===== src/rtl/wa_pkg.sv =====
package wa_pkg;

    localparam int SYM_W = 10;
    localparam int OFF_W = $clog2(SYM_W);

    typedef logic [SYM_W-1:0] sym_t;

    // comma in both running-disparity forms, MSB first on the wire
    localparam sym_t COMMA_RDN  = 10'b0011111010;
    localparam sym_t COMMA_RDP  = 10'b1100000101;
    // training payload as seen on a straight pair and on a swapped pair
    localparam sym_t TRAIN_NORM = 10'b0101010101;
    localparam sym_t TRAIN_FLIP = 10'b1010101010;

    typedef enum logic [1:0] {
        ST_HUNT    = 2'd0,
        ST_CONFIRM = 2'd1,
        ST_LOCKED  = 2'd2
    } align_st_e;

    typedef struct packed {
        sym_t sym;
        logic lock;
        logic sos;
        logic inv;
    } lane_out_t;

    function automatic logic is_comma(sym_t s);
        return (s == COMMA_RDN) || (s == COMMA_RDP);
    endfunction

    function automatic sym_t flip(sym_t s, logic en);
        return en ? ~s : s;
    endfunction

endpackage


===== src/rtl/wa_comma_scan.sv =====
module wa_comma_scan
    import wa_pkg::*;
(
    input  sym_t               prev_w,
    input  logic [SYM_W-2:0]   cur_head,
    output logic [SYM_W-1:0]   hit,
    output sym_t               cand [SYM_W]
);

    // previous word followed by the first nine bits of the current word
    logic [2*SYM_W-2:0] window;
    assign window = {prev_w, cur_head};

    for (genvar k = 0; k < SYM_W; k++) begin : g_off
        assign cand[k] = window[2*SYM_W-2-k -: SYM_W];
        assign hit[k]  = is_comma(cand[k]);
    end

endmodule


===== src/rtl/wa_lock_fsm.sv =====
module wa_lock_fsm
    import wa_pkg::*;
#(
    parameter  int OS_LEN     = 16,
    parameter  int LOCK_HITS  = 3,
    parameter  int MISS_LIMIT = 4,
    localparam int POS_W      = $clog2(OS_LEN)
) (
    input  logic             clk,
    input  logic             rst,
    input  logic [SYM_W-1:0] hit,
    output logic [OFF_W-1:0] off,
    output logic [POS_W-1:0] pos,
    output logic             locked,
    output logic             lock_nxt,
    output logic             at_start,
    output logic             start_hit
);

    localparam int GOOD_W = $clog2(LOCK_HITS + 1);
    localparam int MISS_W = $clog2(MISS_LIMIT + 1);
    localparam logic [GOOD_W-1:0] GOOD_TOP = GOOD_W'(LOCK_HITS);
    localparam logic [MISS_W-1:0] MISS_TOP = MISS_W'(MISS_LIMIT);
    localparam logic [POS_W-1:0]  POS_LAST = POS_W'(OS_LEN - 1);

    align_st_e         st_q, st_d;
    logic [OFF_W-1:0]  off_q, off_d, first_off;
    logic [POS_W-1:0]  pos_q, pos_d, pos_step;
    logic [GOOD_W-1:0] good_q, good_d;
    logic [MISS_W-1:0] miss_q, miss_d;
    logic              any_hit;

    always_comb begin
        any_hit   = |hit;
        first_off = '0;
        for (int k = SYM_W - 1; k >= 0; k--) begin
            if (hit[k]) first_off = OFF_W'(k);
        end
        at_start  = (st_q != ST_HUNT) && (pos_q == '0);
        start_hit = hit[off_q];
        pos_step  = (pos_q == POS_LAST) ? '0 : pos_q + 1'b1;

        st_d   = st_q;
        off_d  = off_q;
        pos_d  = pos_step;
        good_d = good_q;
        miss_d = miss_q;

        unique case (st_q)
            ST_HUNT: begin
                pos_d = '0;
                if (any_hit) begin
                    off_d  = first_off;
                    pos_d  = POS_W'(1);
                    good_d = GOOD_W'(1);
                    miss_d = '0;
                    st_d   = (GOOD_TOP == GOOD_W'(1)) ? ST_LOCKED : ST_CONFIRM;
                end
            end
            ST_CONFIRM: begin
                if (at_start) begin
                    if (start_hit) begin
                        good_d = good_q + 1'b1;
                        if (good_q + 1'b1 == GOOD_TOP) st_d = ST_LOCKED;
                    end else begin
                        st_d = ST_HUNT;
                    end
                end
            end
            ST_LOCKED: begin
                if (at_start) begin
                    if (start_hit) begin
                        miss_d = '0;
                    end else begin
                        miss_d = miss_q + 1'b1;
                        if (miss_q + 1'b1 == MISS_TOP) st_d = ST_HUNT;
                    end
                end
            end
            default: st_d = ST_HUNT;
        endcase
    end

    always_ff @(posedge clk) begin
        if (rst) begin
            st_q   <= ST_HUNT;
            off_q  <= '0;
            pos_q  <= '0;
            good_q <= '0;
            miss_q <= '0;
        end else begin
            st_q   <= st_d;
            off_q  <= off_d;
            pos_q  <= pos_d;
            good_q <= good_d;
            miss_q <= miss_d;
        end
    end

    assign off      = off_q;
    assign pos      = pos_q;
    assign locked   = (st_q == ST_LOCKED);
    assign lock_nxt = (st_d == ST_LOCKED);

    AST_OFFSET_HELD: assert property (@(posedge clk) disable iff (rst)
        (st_q == ST_LOCKED) |=> $stable(off_q));

    AST_MISS_BOUND: assert property (@(posedge clk) disable iff (rst)
        (st_q == ST_LOCKED) |-> (miss_q < MISS_TOP));

    AST_LOCK_VIA_CONFIRM: assert property (@(posedge clk) disable iff (rst)
        ((st_q == ST_LOCKED) && !$past(st_q == ST_LOCKED)) |-> $past(st_q == ST_CONFIRM));

endmodule


===== src/rtl/wa_polarity.sv =====
module wa_polarity
    import wa_pkg::*;
#(
    parameter  int OS_LEN        = 16,
    parameter  int PAYLOAD_FIRST = 6,
    parameter  int AGREE_N       = 2,
    localparam int POS_W         = $clog2(OS_LEN)
) (
    input  logic             clk,
    input  logic             rst,
    input  logic             locked,
    input  logic             at_start,
    input  logic             start_hit,
    input  logic [POS_W-1:0] pos,
    input  sym_t             sym,
    output logic             inv
);

    localparam int CNT_W = $clog2(AGREE_N + 1);
    localparam logic [CNT_W-1:0] CNT_TOP   = CNT_W'(AGREE_N);
    localparam logic [POS_W-1:0] POS_FIRST = POS_W'(PAYLOAD_FIRST);
    localparam logic [POS_W-1:0] POS_LAST  = POS_W'(OS_LEN - 1);

    logic             track_q, track_d;
    logic             norm_q, norm_d, flip_q, flip_d;
    logic             pend_v_q, pend_v_d, pend_q, pend_d;
    logic [CNT_W-1:0] cnt_q, cnt_d;
    logic             inv_q, inv_d;
    logic             norm_all, flip_all, in_payload;
    logic             verdict_v, verdict;

    always_comb begin
        in_payload = (pos >= POS_FIRST);
        norm_all   = norm_q && (!in_payload || (sym == TRAIN_NORM));
        flip_all   = flip_q && (!in_payload || (sym == TRAIN_FLIP));

        track_d   = track_q;
        norm_d    = norm_q;
        flip_d    = flip_q;
        pend_v_d  = pend_v_q;
        pend_d    = pend_q;
        cnt_d     = cnt_q;
        inv_d     = inv_q;
        verdict_v = 1'b0;
        verdict   = 1'b0;

        if (!locked) begin
            track_d  = 1'b0;
            pend_v_d = 1'b0;
            cnt_d    = '0;
        end else if (at_start) begin
            track_d = start_hit;
            norm_d  = 1'b1;
            flip_d  = 1'b1;
        end else if (track_q) begin
            norm_d = norm_all;
            flip_d = flip_all;
            if (pos == POS_LAST) begin
                track_d   = 1'b0;
                verdict_v = norm_all || flip_all;
                verdict   = flip_all;
            end
        end

        if (verdict_v) begin
            if (pend_v_q && (verdict == pend_q))
                cnt_d = (cnt_q == CNT_TOP) ? cnt_q : cnt_q + 1'b1;
            else
                cnt_d = CNT_W'(1);
            pend_d   = verdict;
            pend_v_d = 1'b1;
            if (cnt_d == CNT_TOP) inv_d = verdict;
        end
    end

    always_ff @(posedge clk) begin
        if (rst) begin
            track_q  <= 1'b0;
            norm_q   <= 1'b0;
            flip_q   <= 1'b0;
            pend_v_q <= 1'b0;
            pend_q   <= 1'b0;
            cnt_q    <= '0;
            inv_q    <= 1'b0;
        end else begin
            track_q  <= track_d;
            norm_q   <= norm_d;
            flip_q   <= flip_d;
            pend_v_q <= pend_v_d;
            pend_q   <= pend_d;
            cnt_q    <= cnt_d;
            inv_q    <= inv_d;
        end
    end

    assign inv = inv_q;

    AST_INV_NEEDS_LOCK: assert property (@(posedge clk) disable iff (rst)
        !$stable(inv_q) |-> $past(locked));

    AST_TRACK_NEEDS_LOCK: assert property (@(posedge clk) disable iff (rst)
        track_q |-> $past(locked));

endmodule


===== src/rtl/wa_lane_align.sv =====
module wa_lane_align
    import wa_pkg::*;
#(
    parameter int OS_LEN        = 16,
    parameter int LOCK_HITS     = 3,
    parameter int MISS_LIMIT    = 4,
    parameter int PAYLOAD_FIRST = 6,
    parameter int AGREE_N       = 2
) (
    input  logic             clk,
    input  logic             rst,
    input  logic [SYM_W-1:0] rx_word,
    output logic [SYM_W-1:0] sym_o,
    output logic             lock_o,
    output logic             sos_o,
    output logic             inv_o
);

    localparam int POS_W = $clog2(OS_LEN);

    sym_t             prev_q;
    sym_t             cand [SYM_W];
    logic [SYM_W-1:0] hit;
    logic [OFF_W-1:0] off;
    logic [POS_W-1:0] pos;
    logic             locked, lock_nxt, at_start, start_hit, inv;
    sym_t             aligned;
    lane_out_t        out_q, out_d;

    wa_comma_scan u_scan (
        .prev_w   (prev_q),
        .cur_head (rx_word[SYM_W-1:1]),
        .hit      (hit),
        .cand     (cand)
    );

    wa_lock_fsm #(
        .OS_LEN     (OS_LEN),
        .LOCK_HITS  (LOCK_HITS),
        .MISS_LIMIT (MISS_LIMIT)
    ) u_fsm (
        .clk       (clk),
        .rst       (rst),
        .hit       (hit),
        .off       (off),
        .pos       (pos),
        .locked    (locked),
        .lock_nxt  (lock_nxt),
        .at_start  (at_start),
        .start_hit (start_hit)
    );

    assign aligned = cand[off];

    wa_polarity #(
        .OS_LEN        (OS_LEN),
        .PAYLOAD_FIRST (PAYLOAD_FIRST),
        .AGREE_N       (AGREE_N)
    ) u_pol (
        .clk       (clk),
        .rst       (rst),
        .locked    (locked),
        .at_start  (at_start),
        .start_hit (start_hit),
        .pos       (pos),
        .sym       (aligned),
        .inv       (inv)
    );

    always_comb begin
        out_d.sym  = flip(aligned, inv);
        out_d.lock = lock_nxt;
        out_d.sos  = lock_nxt && at_start;
        out_d.inv  = inv;
    end

    always_ff @(posedge clk) begin
        if (rst) begin
            prev_q <= '0;
            out_q  <= '0;
        end else begin
            prev_q <= rx_word;
            out_q  <= out_d;
        end
    end

    assign sym_o  = out_q.sym;
    assign lock_o = out_q.lock;
    assign sos_o  = out_q.sos;
    assign inv_o  = out_q.inv;

    AST_LOCK_RISE_AT_SOS: assert property (@(posedge clk) disable iff (rst)
        $rose(lock_o) |-> sos_o);

    AST_SOS_NEEDS_LOCK: assert property (@(posedge clk) disable iff (rst)
        sos_o |-> lock_o);

    AST_RESET_CLEAR: assert property (@(posedge clk) disable iff (rst)
        $past(rst) |-> (!lock_o && !inv_o && !sos_o));

endmodule


===== config.mk =====
export PLATFORM = sky130hd
export DESIGN_NAME = wa_lane_align
export DESIGN_NICKNAME = d
export VERILOG_FILES = /design/src/rtl/wa_pkg.sv /design/src/rtl/wa_comma_scan.sv /design/src/rtl/wa_lock_fsm.sv /design/src/rtl/wa_polarity.sv /design/src/rtl/wa_lane_align.sv
export SDC_FILE = /design/constraint.sdc
export NUM_CORES = 1
export LEC_CHECK = 0
export BUFFER_PORTS_ARGS = -buffer_cell sky130_fd_sc_hd__clkbuf_2
export CORE_ASPECT_RATIO = 1.25
export CORE_UTILIZATION = 48
export DETAILED_ROUTE_END_ITERATION = 10
export PLACE_DENSITY = 0.69
export SLEW_MARGIN = 15
export SYNTH_ARGS = -nofsm -noshare
export SYNTH_HDL_FRONTEND = slang
export SYNTH_HIERARCHICAL = 1
export SYNTH_SLANG_ARGS = --single-unit

===== constraint.sdc =====
create_clock -name clk -period 3.2 [get_ports clk]
set_input_delay 0.48 -clock clk [delete_from_list [all_inputs] [get_ports clk]]
set_output_delay 0.48 -clock clk [all_outputs]
set_load 0.005 [all_outputs]

Yosys cells after proc, flatten, opt, wreduce, memory -nomap -nowiden

Index checks and enable logic that the tools add are counted.

Register bits: 46
Input bits: 12
Output and inout port bits: 13
Logic and storage cells: 152

$add $sub $neg: 4
Order comparisons: 3
Equality and inequality tests: 36
Muxes and demuxes: 57
Bitwise operators: 3
Reductions and logical operators: 32

Operator list:

| operator                                              | number |
|---|---|
| equality test 10 bit (second input constant)          | 11 |
| equality test 10 x 8 -> 1 bit (second input constant) | 10 |
| 2-to-1 mux 4 bit                                      | 12 |
| binary-select mux 10 bit (select 4 bit)               | 1 |
| 2-to-1 mux 10 bit                                     | 3 |
| 2-to-1 mux 2 bit                                      | 15 |
| 2-to-1 mux 1 bit                                      | 19 |
| logical OR 1 bit                                      | 13 |
| equality test 10 x 9 -> 1 bit (second input constant) | 1 |
| equality test 2 bit (second input constant)           | 5 |
| inverter 10 bit                                       | 1 |
| OR reduction 10 bit                                   | 1 |
| 2-to-1 mux 3 bit                                      | 3 |
| nonzero test 2 bit                                    | 4 |
| inequality test 2 bit (second input constant)         | 3 |
| case mux 2 bit (3 select lines)                       | 1 |
| case mux 3 bit (2 select lines)                       | 1 |
| AND reduction 2 bit                                   | 3 |
| >= comparator 5 bit (second input constant)           | 1 |
| logical AND 1 bit                                     | 5 |
| < comparator 4 x 5 -> 1 bit (second input constant)   | 1 |
| inverter 4 -> 5 bit                                   | 1 |
| adder 2 x 1 -> 2 bit (second input constant)          | 2 |
| adder 4 x 1 -> 4 bit (second input constant)          | 1 |
| 16 further kinds                                      | 17 |

Logic depth before layout (Yosys ltp)

Gate-level depths: netlist of run 1.

Depth in word-level cells: 17
Depth in mapped cells: 11
Depth with buffers taken out: 9

Modules after synthesis

Netlist of run 1, hierarchy kept.

Modules (own cells, without submodules):

| module        | times used | cells an instance | area an instance (sq um) | seq. area each (sq um) |
|---|---|---|---|---|
| wa_lane_align | 1          | 178               | 1843.0                   | 460.4 |
| wa_comma_scan | 1          | 159               | 1188.6                   | 0.0 |
| wa_lock_fsm   | 1          | 111               | 915.9                    | 300.3 |
| wa_polarity   | 1          | 62                | 548.0                    | 160.2 |

Worst setup path before layout of run 1

OpenSTA, ideal clock, no wires.

Path type: register to register
Start point: register u_fsm.off_q[0] (netlist: u_fsm/off[0])
End point: register u_pol.inv_q (netlist: u_pol/inv)
Setup time: 0.123 ns
Arrival: 2.784 ns
Required time: 3.077 ns
Slack: 0.293 ns
Stages on the path, launching flop included: 11
Buffers on the path: 2
Period minus slack after synthesis: 2.907 ns
Cell sequence: dfxtp_1 > buf_6 > buf_12 > mux4_2 > or2_1 > a21o_1 > and4bb_1 > a31o_1 > a31o_1 > a2111oi_4 > mux2_1

Word-level cells in the longest chain between the ends: 17
Elaborated cells between the ends (all ways): 25
Those cells by class: eq/ne (4); mux (13); bitwise (1); reduce/logical (7)

RTL lines:

| item                                                      | RTL line            | text |
|---|---|---|
| from (decl)                                               | wa_lock_fsm.sv:27   | `logic [OFF_W-1:0] off_q, off_d, first_off;` |
| from (signal assigned)                                    | wa_lock_fsm.sv:87   | `off_q <= '0;` |
| from (signal assigned)                                    | wa_lock_fsm.sv:93   | `off_q <= off_d;` |
| inverter 4 -> 5 bit (implied by the code) (*)             | wa_lane_align.sv:53 | `assign aligned = cand[off];` |
| binary-select mux 10 bit (select 4 bit) (*)               | wa_lane_align.sv:53 |  |
| 2-to-1 mux 10 bit (implied by the code) (*) (2 in series) | wa_lane_align.sv:53 |  |
| net aligned[1]                                            | wa_lane_align.sv:27 | `sym_t aligned;` |
| equality test 10 bit                                      | wa_polarity.sv:35   | `flip_all = flip_q && (!in_payload \|\| (sym == TRAIN_FLIP));` |
| logical OR 1 bit                                          | wa_polarity.sv:35   |  |
| logical AND 1 bit                                         | wa_polarity.sv:35   |  |
| 2-to-1 mux 1 bit                                          | wa_polarity.sv:58   | `if (pos == POS_LAST) begin` |
| 2-to-1 mux 1 bit                                          | wa_polarity.sv:55   | `end else if (track_q) begin` |
| 2-to-1 mux 1 bit                                          | wa_polarity.sv:51   | `end else if (at_start) begin` |
| 2-to-1 mux 1 bit                                          | wa_polarity.sv:47   | `if (!locked) begin` |
| equality test 1 bit                                       | wa_polarity.sv:66   | `if (pend_v_q && (verdict == pend_q))` |
| logical AND 1 bit                                         | wa_polarity.sv:66   |  |
| 2-to-1 mux 2 bit                                          | wa_polarity.sv:66   |  |
| 2-to-1 mux 2 bit                                          | wa_polarity.sv:65   | `if (verdict_v) begin` |
| equality test 2 bit                                       | wa_polarity.sv:72   | `if (cnt_d == CNT_TOP) inv_d = verdict;` |
| AND reduction 2 bit (no line)                             | --                  |  |
| to (signal assigned)                                      | wa_polarity.sv:92   | `inv_q <= inv_d;` |
| to (decl)                                                 | wa_polarity.sv:28   | `logic inv_q, inv_d;` |

Mark *: on every way through the listed nets, which the timed path passes. The rest lies on a longest branch. The select of a mux whose other input is x is not followed.
A chain may end at the register's enable or synchronous reset.

Worst setup path after layout of run 1

Ends and elaborated chain as after synthesis.

==> impl_metrics.tcl, run 1 <==
set metrics [dict create \
    grt_pass1_vias 3373 \
    async_reset_ff_share_pct 0 \
    drc 0 \
    fin_tns_setup_ns 0 \
    dpl-instance-area_um2 4070 \
    syn_inst 510 \
    synthTopCellsByArea "dfxtp_1, buf_4, mux2i_1" \
    fp.dieArea_um2 9760 \
    yosys.area_share.simple_pct 23.5 \
    cts_tree "built" \
    grt_usage_pct 21.6 \
    die_height_um 110 \
    finClkSkew_ns 0.00417 \
    status "finished, final reports clean" \
    crit_slowest_cell "mux4_2" \
    finalNetCount 462 \
    place_worst_setup_slack_ns 0.0522 \
    area_growth_pct -5.12 \
    synth_edf_count 0 \
    wl_per_cell_um 17.7 \
    crit_type "reg2reg" \
    max_slew_margin_pct 44.8 \
    setup_viol 0 \
    synth_top_area_share_pct 20.5 \
    htree_levels 2 \
    worst_ep_required_time_ns 3.37 \
    clock_latency_ns 0.29 \
    num_io_pins 25 \
    hp-class "in2reg" \
    clk_path_buf_depth 2 \
    ys_warn_count 6 \
    vias 3520 \
    slowest_delay_ns 0.52 \
    coreArea_um2 9130 \
    viasPerCell 6.20 \
    syn_nets 528 \
    synth.most_common_cell "buf_4" \
    portBuffers 24 \
    tightestPinTransition_ns 0.828 \
    cts_root_buf "clkbuf_16" \
    ir_drop_mv 0.295 \
    worstSetupEndpointType "register" \
    antenna_found_initial 0 \
    period_needed_ns 3.10 \
    cp_num_buf_inv 1 \
    yosysTopAreaCell "dfxtp_1" \
    netlist_area_um2 4500 \
    rows 39 \
    period_share_pct 96.7 \
    gp_congestion 0.877 \
    synth_mux_area_share_pct 13.5 \
    crit_path_cell_trace "buf_12 > mux4_2 > or2_2 > a21o_1 > and4bb_1 > a31o_1 > nand4_2 > a2111oi_4 > mux2_1" \
    diodes 0 \
    power_mw 1.39 \
    cts_sinks 46 \
    ys_ff_latch 46 \
    postCtsSetupBuffers 0 \
    drt_iter0_markers 301 \
    power_per_cell_area_nw_per_um2 326 \
    fin_ws_ns 0.105 \
    hold_buffers 0 \
    routed_wl_um 10100 \
    cts-buffers-inserted 5 \
    final_core_util_pct 46.7 \
    leakage_nw 1.56 \
    max_freq_mhz 323 \
    synth_fa_ha_area_share_pct 1.67 \
    grt_max_degree 33 \
    cp-start-kind "register" \
    synth_compound_area_share_pct 18.4 \
    cp_max_fo 20 \
    drive_gt1_share_pct 23.8 \
    max-cap-violations 0 \
    synth_top_family_by_area "simple AND/OR/NAND/NOR gates" \
    rsz0062_at_grt "true" \
    instances_no_fill 568 \
    ant_nets 0 \
    finalHoldViolations 0 \
    maxSlewViolCount 0 \
    crit_family "multiplexers" \
    fin_hold_ws_ns 0.405 \
    syn_area_per_cell_um2 8.81 \
    post-dp-hpwl_um 7170 \
    synth_xor_xnor_area_share_pct 0.390 \
    synth_seq_area_share_pct 20.5 \
    grt_first_pass_wirelength_um 16300 \
    overflow 0 \
    crit_arrival_ns 3.27 \
    synth_cell_types 74 \
    die_x_um 88.6 \
    postCtsResizedCells 0 \
    first_pass_iters 5 \
    dpl.cell_count 560 \
    clk_pin_slew_ns 0.07 \
    synth-main-ff-cell "dfxtp_1" \
    postLayoutCellArea_um2 4270 \
    synth_common_cells "buf_4, dfxtp_1, mux2i_1" \
    start_util_pct 49.3 \
]
[final cells by class]
class / instances / area, um2
inverter: 18 / 67.6
clock buffer: 5 / 125
timing repair buffer: 52 / 347
fill: 878 / 4860
clock inverter: 3 / 48.8
sequential: 46 / 923
tap: 123 / 154
multi-input combinational: 321 / 2600
[cell usage in the layout, fill, tap and decap left out, types with 8 or more instances in the layout]
cell type  instances
a21o_1            12
a21oi_1           12
a221oi_2          10
buf_4             26
clkbuf_2          24
dfxtp_1           44
inv_1             18
mux2i_1           32
mux4_2            11
nand2_1           18
nand3b_1          12
nand4_1            8
nor2_1            27
nor2b_1           22
nor3_1            15
o31ai_1           11
[routing by layer]
metal,vias to the layer above,track usage (%),wire length (um),share of wire (%)
met5,-,0,0,0
met4,0,10.7,355,3.5
met3,24,3.95,481,4.8
met2,102,38.2,5100,51
met1,1735,24.7,4130,41
li1,1659,-,-,-
[flip-flops by register name, indices dropped and copies added (netlist names)]
name and flops:
sym_o 10, lock_o 1, u_pol/cnt_q 2, u_pol/inv 1
u_fsm/good_q 2, u_fsm/pos 4, u_fsm/st_q 2, u_fsm/miss_q 3
u_pol/norm_q 1, prev_q 10, inv_o 1, u_pol/pend_q 1
u_pol/track_q 1, u_pol/pend_v_q 1, u_pol/flip_q 1, sos_o 1
u_fsm/off 4
[where the power goes]
part | leakage [nW] | internal (mW) | total (mW) | switching [mW]
sequential | 0.376 | 0.588 | 0.614 | 0.0262
combinational | 1.10 | 0.0717 | 0.160 | 0.0884
clock | 0.0819 | 0.374 | 0.615 | 0.241
total | 1.56 | 1.03 | 1.39 | 0.356
[final timing paths]
check,start,end,slack (ns),depth (start not counted)
worst max register to register,u_fsm/off[0],u_pol/inv,0.10,9
worst max-delay path,u_fsm/off[0],u_pol/inv,0.10,9
worst min register to register,u_fsm/good_q[0],u_fsm/good_q[0],0.48,2
worst min-delay path,rx_word[0],prev_q[0],0.40,2
[logic make-up after synthesis]
| logic type | count (synthesis) |
|---|---|
| adder cells (fa/ha/maj) | 6 |
| flip-flops | 46 |
| buffers and inverters | 143 |
| XOR/XNOR | 2 |
| AO/OA/AOI/OAI | 96 |
| AND/OR/NAND/NOR | 171 |
| multiplexers | 46 |
Power figures use the tool's default switching activity.
==> run 2: changes to the inputs <==
- ABC_CLOCK_PERIOD_IN_PS: default -> 3510
- REMOVE_ABC_BUFFERS: default -> 1
- clock period: 3.2 -> 3.51 ns (I/O delays scaled with it)
==> impl_metrics.tcl, run 2 (synthesis gave the netlist of run 1 again) <==
set metrics [dict create \
    status "finished, final reports clean" \
    num_io_pins 25 \
    cp.depth 9 \
    crit_family "simple AND/OR/NAND/NOR gates" \
    max_slew_margin_pct 43.6 \
    die_x_um 88.6 \
    wl_per_cell_um 17.1 \
    overflow 0 \
    drive_gt1_share_pct 20.9 \
    slowest_delay_ns 0.60 \
    grt_pass1_vias 3191 \
    hold_depth 2 \
    layout_common_cells "dfxtp_1, mux2i_1, nor2_1" \
    instances_no_fill 558 \
    grt_max_degree 34 \
    crit_path_cell_trace "buf_4 > or3b_2 > nor2_1 > a21o_1 > nor4bb_1 > a32oi_1 > and3_1 > a2111oi_4 > mux2_1" \
    clk_path_buf_depth 2 \
    portBuffers 24 \
    viasPerCell 6.12 \
    highest_layer "met4" \
    period_needed_ns 3.34 \
    cts_tree "built" \
    worst_ep_required_time_ns 3.68 \
    coreArea_um2 9130 \
    hp-class "in2reg" \
    place_worst_setup_slack_ns 0.175 \
    antenna_found_initial 0 \
    clk_pin_slew_ns 0.06 \
    rrSetupSlack_ns 0.17 \
    rsz0062_at_grt "false" \
    max-cap-violations 0 \
    wl_met2_um 4810 \
    finalNetCount 452 \
    cts_root_buf "clkbuf_16" \
    cts_sinks 46 \
    p_int_mw 0.860 \
    period_share_pct 95.2 \
    dpl-instance-area_um2 3980 \
    drc 0 \
    die_height_um 110 \
    routed_wl_um 9530 \
    area_growth_pct -8.10 \
    cp_max_fo 10 \
    clock_latency_ns 0.29 \
    fin_ws_ns 0.168 \
    pwr-share-seq_pct 47.9 \
    diodes 0 \
    cp-start-kind "register" \
    p_switching_mw 0.309 \
    grt_usage_pct 20.3 \
    post-dp-hpwl_um 6770 \
    hold_buffers 0 \
    r2r-start "u_fsm/off[1]" \
    worstSetupEndpointType "register" \
    startpoint "u_fsm/off[1]" \
    max_freq_mhz 299 \
    fp.dieArea_um2 9760 \
    vias 3416 \
    gp_congestion 0.881 \
    postLayoutCellArea_um2 4130 \
    maxSlewViolCount 0 \
    cp_num_buf_inv 1 \
    drt_iter0_markers 264 \
    finClkSkew_ns 0.00664 \
    worstRegToRegCells 9 \
    tightestPinTransition_ns 0.846 \
    ir_drop_mv 0.194 \
    power_per_cell_area_nw_per_um2 283 \
    final_core_util_pct 45.3 \
    grt_first_pass_wirelength_um 15500 \
    power_mw 1.17 \
    crit_type "reg2reg" \
    dpl.cell_count 550 \
    pwr-share-clk_pct 40.5 \
    fin_hold_ws_ns 0.456 \
    wl_met1_um 4060 \
    final_common_cell "dfxtp_1" \
    crit_arrival_ns 3.51 \
    htree_levels 2 \
    cts-buffers-inserted 5 \
    finalHoldViolations 0 \
    rows 39 \
    start_util_pct 49.3 \
    leakage_nw 1.50 \
    first_pass_iters 5 \
    fin_tns_setup_ns 0 \
    ant_nets 0 \
    setup_viol 0 \
    met3WireLength_um 369 \
    crit_slowest_cell "or3b_2" \
    comb_power_share_pct 11.7 \
    swShare_pct 26.4 \
    hold_start "rx_word[0]" \
]
run 2: what timing repair did:
action	CTS	global route
endpoints found under the hold margin	0	0
gates resized for setup	0	2
setup endpoints to repair	0	3
setup buffers	0	0
run 2: routing by layer:
layer  GRT usage (%)  vias up
met5               0        -
met4            9.45        0
met3            2.23       20
met2            34.8      112
met1            25.3     1652
li1                -     1632
run 2: path summary, 6_finish.rpt:
| kind | to |
|---|---|
| min reg2reg | u_pol/cnt_q[1] |
| max | u_pol/inv |
| min | prev_q[0] |
| max reg2reg | u_pol/inv |
run 2: area by class of cell:
cell class | instances | area (um2)
Fill cell | 875 | 4990
Sequential cell | 46 | 925
Tap cell | 123 | 154
Clock buffer | 5 | 125
Multi-Input combinational cell | 321 | 2580
Timing Repair Buffer | 42 | 255
Clock inverter | 3 | 21.3
Inverter | 18 | 67.6
run 2: power groups by stage:
stage / Combinational (mW) / Clock, mW / Sequential [mW]
6_report: 0.136 / 0.473 / 0.560
5_1_grt: 0.147 / 0.511 / 0.562
4_1_cts: 0.135 / 0.486 / 0.559
3_5_place_dp: 0.134 / 0 / 0.572
3_3_place_gp: 0.132 / 0 / 0.571
2_1_floorplan: 0.0759 / 0 / 0.566
run 2: worst register-to-register path, cell delays in order (launching register included):
cell and delay (ns):
dfxtp_1 0.40, buf_4 0.23, or3b_2 0.60, nor2_1 0.24
a21o_1 0.15, nor4bb_1 0.45, a32oi_1 0.25, and3_1 0.27
a2111oi_4 0.30, mux2_1 0.35
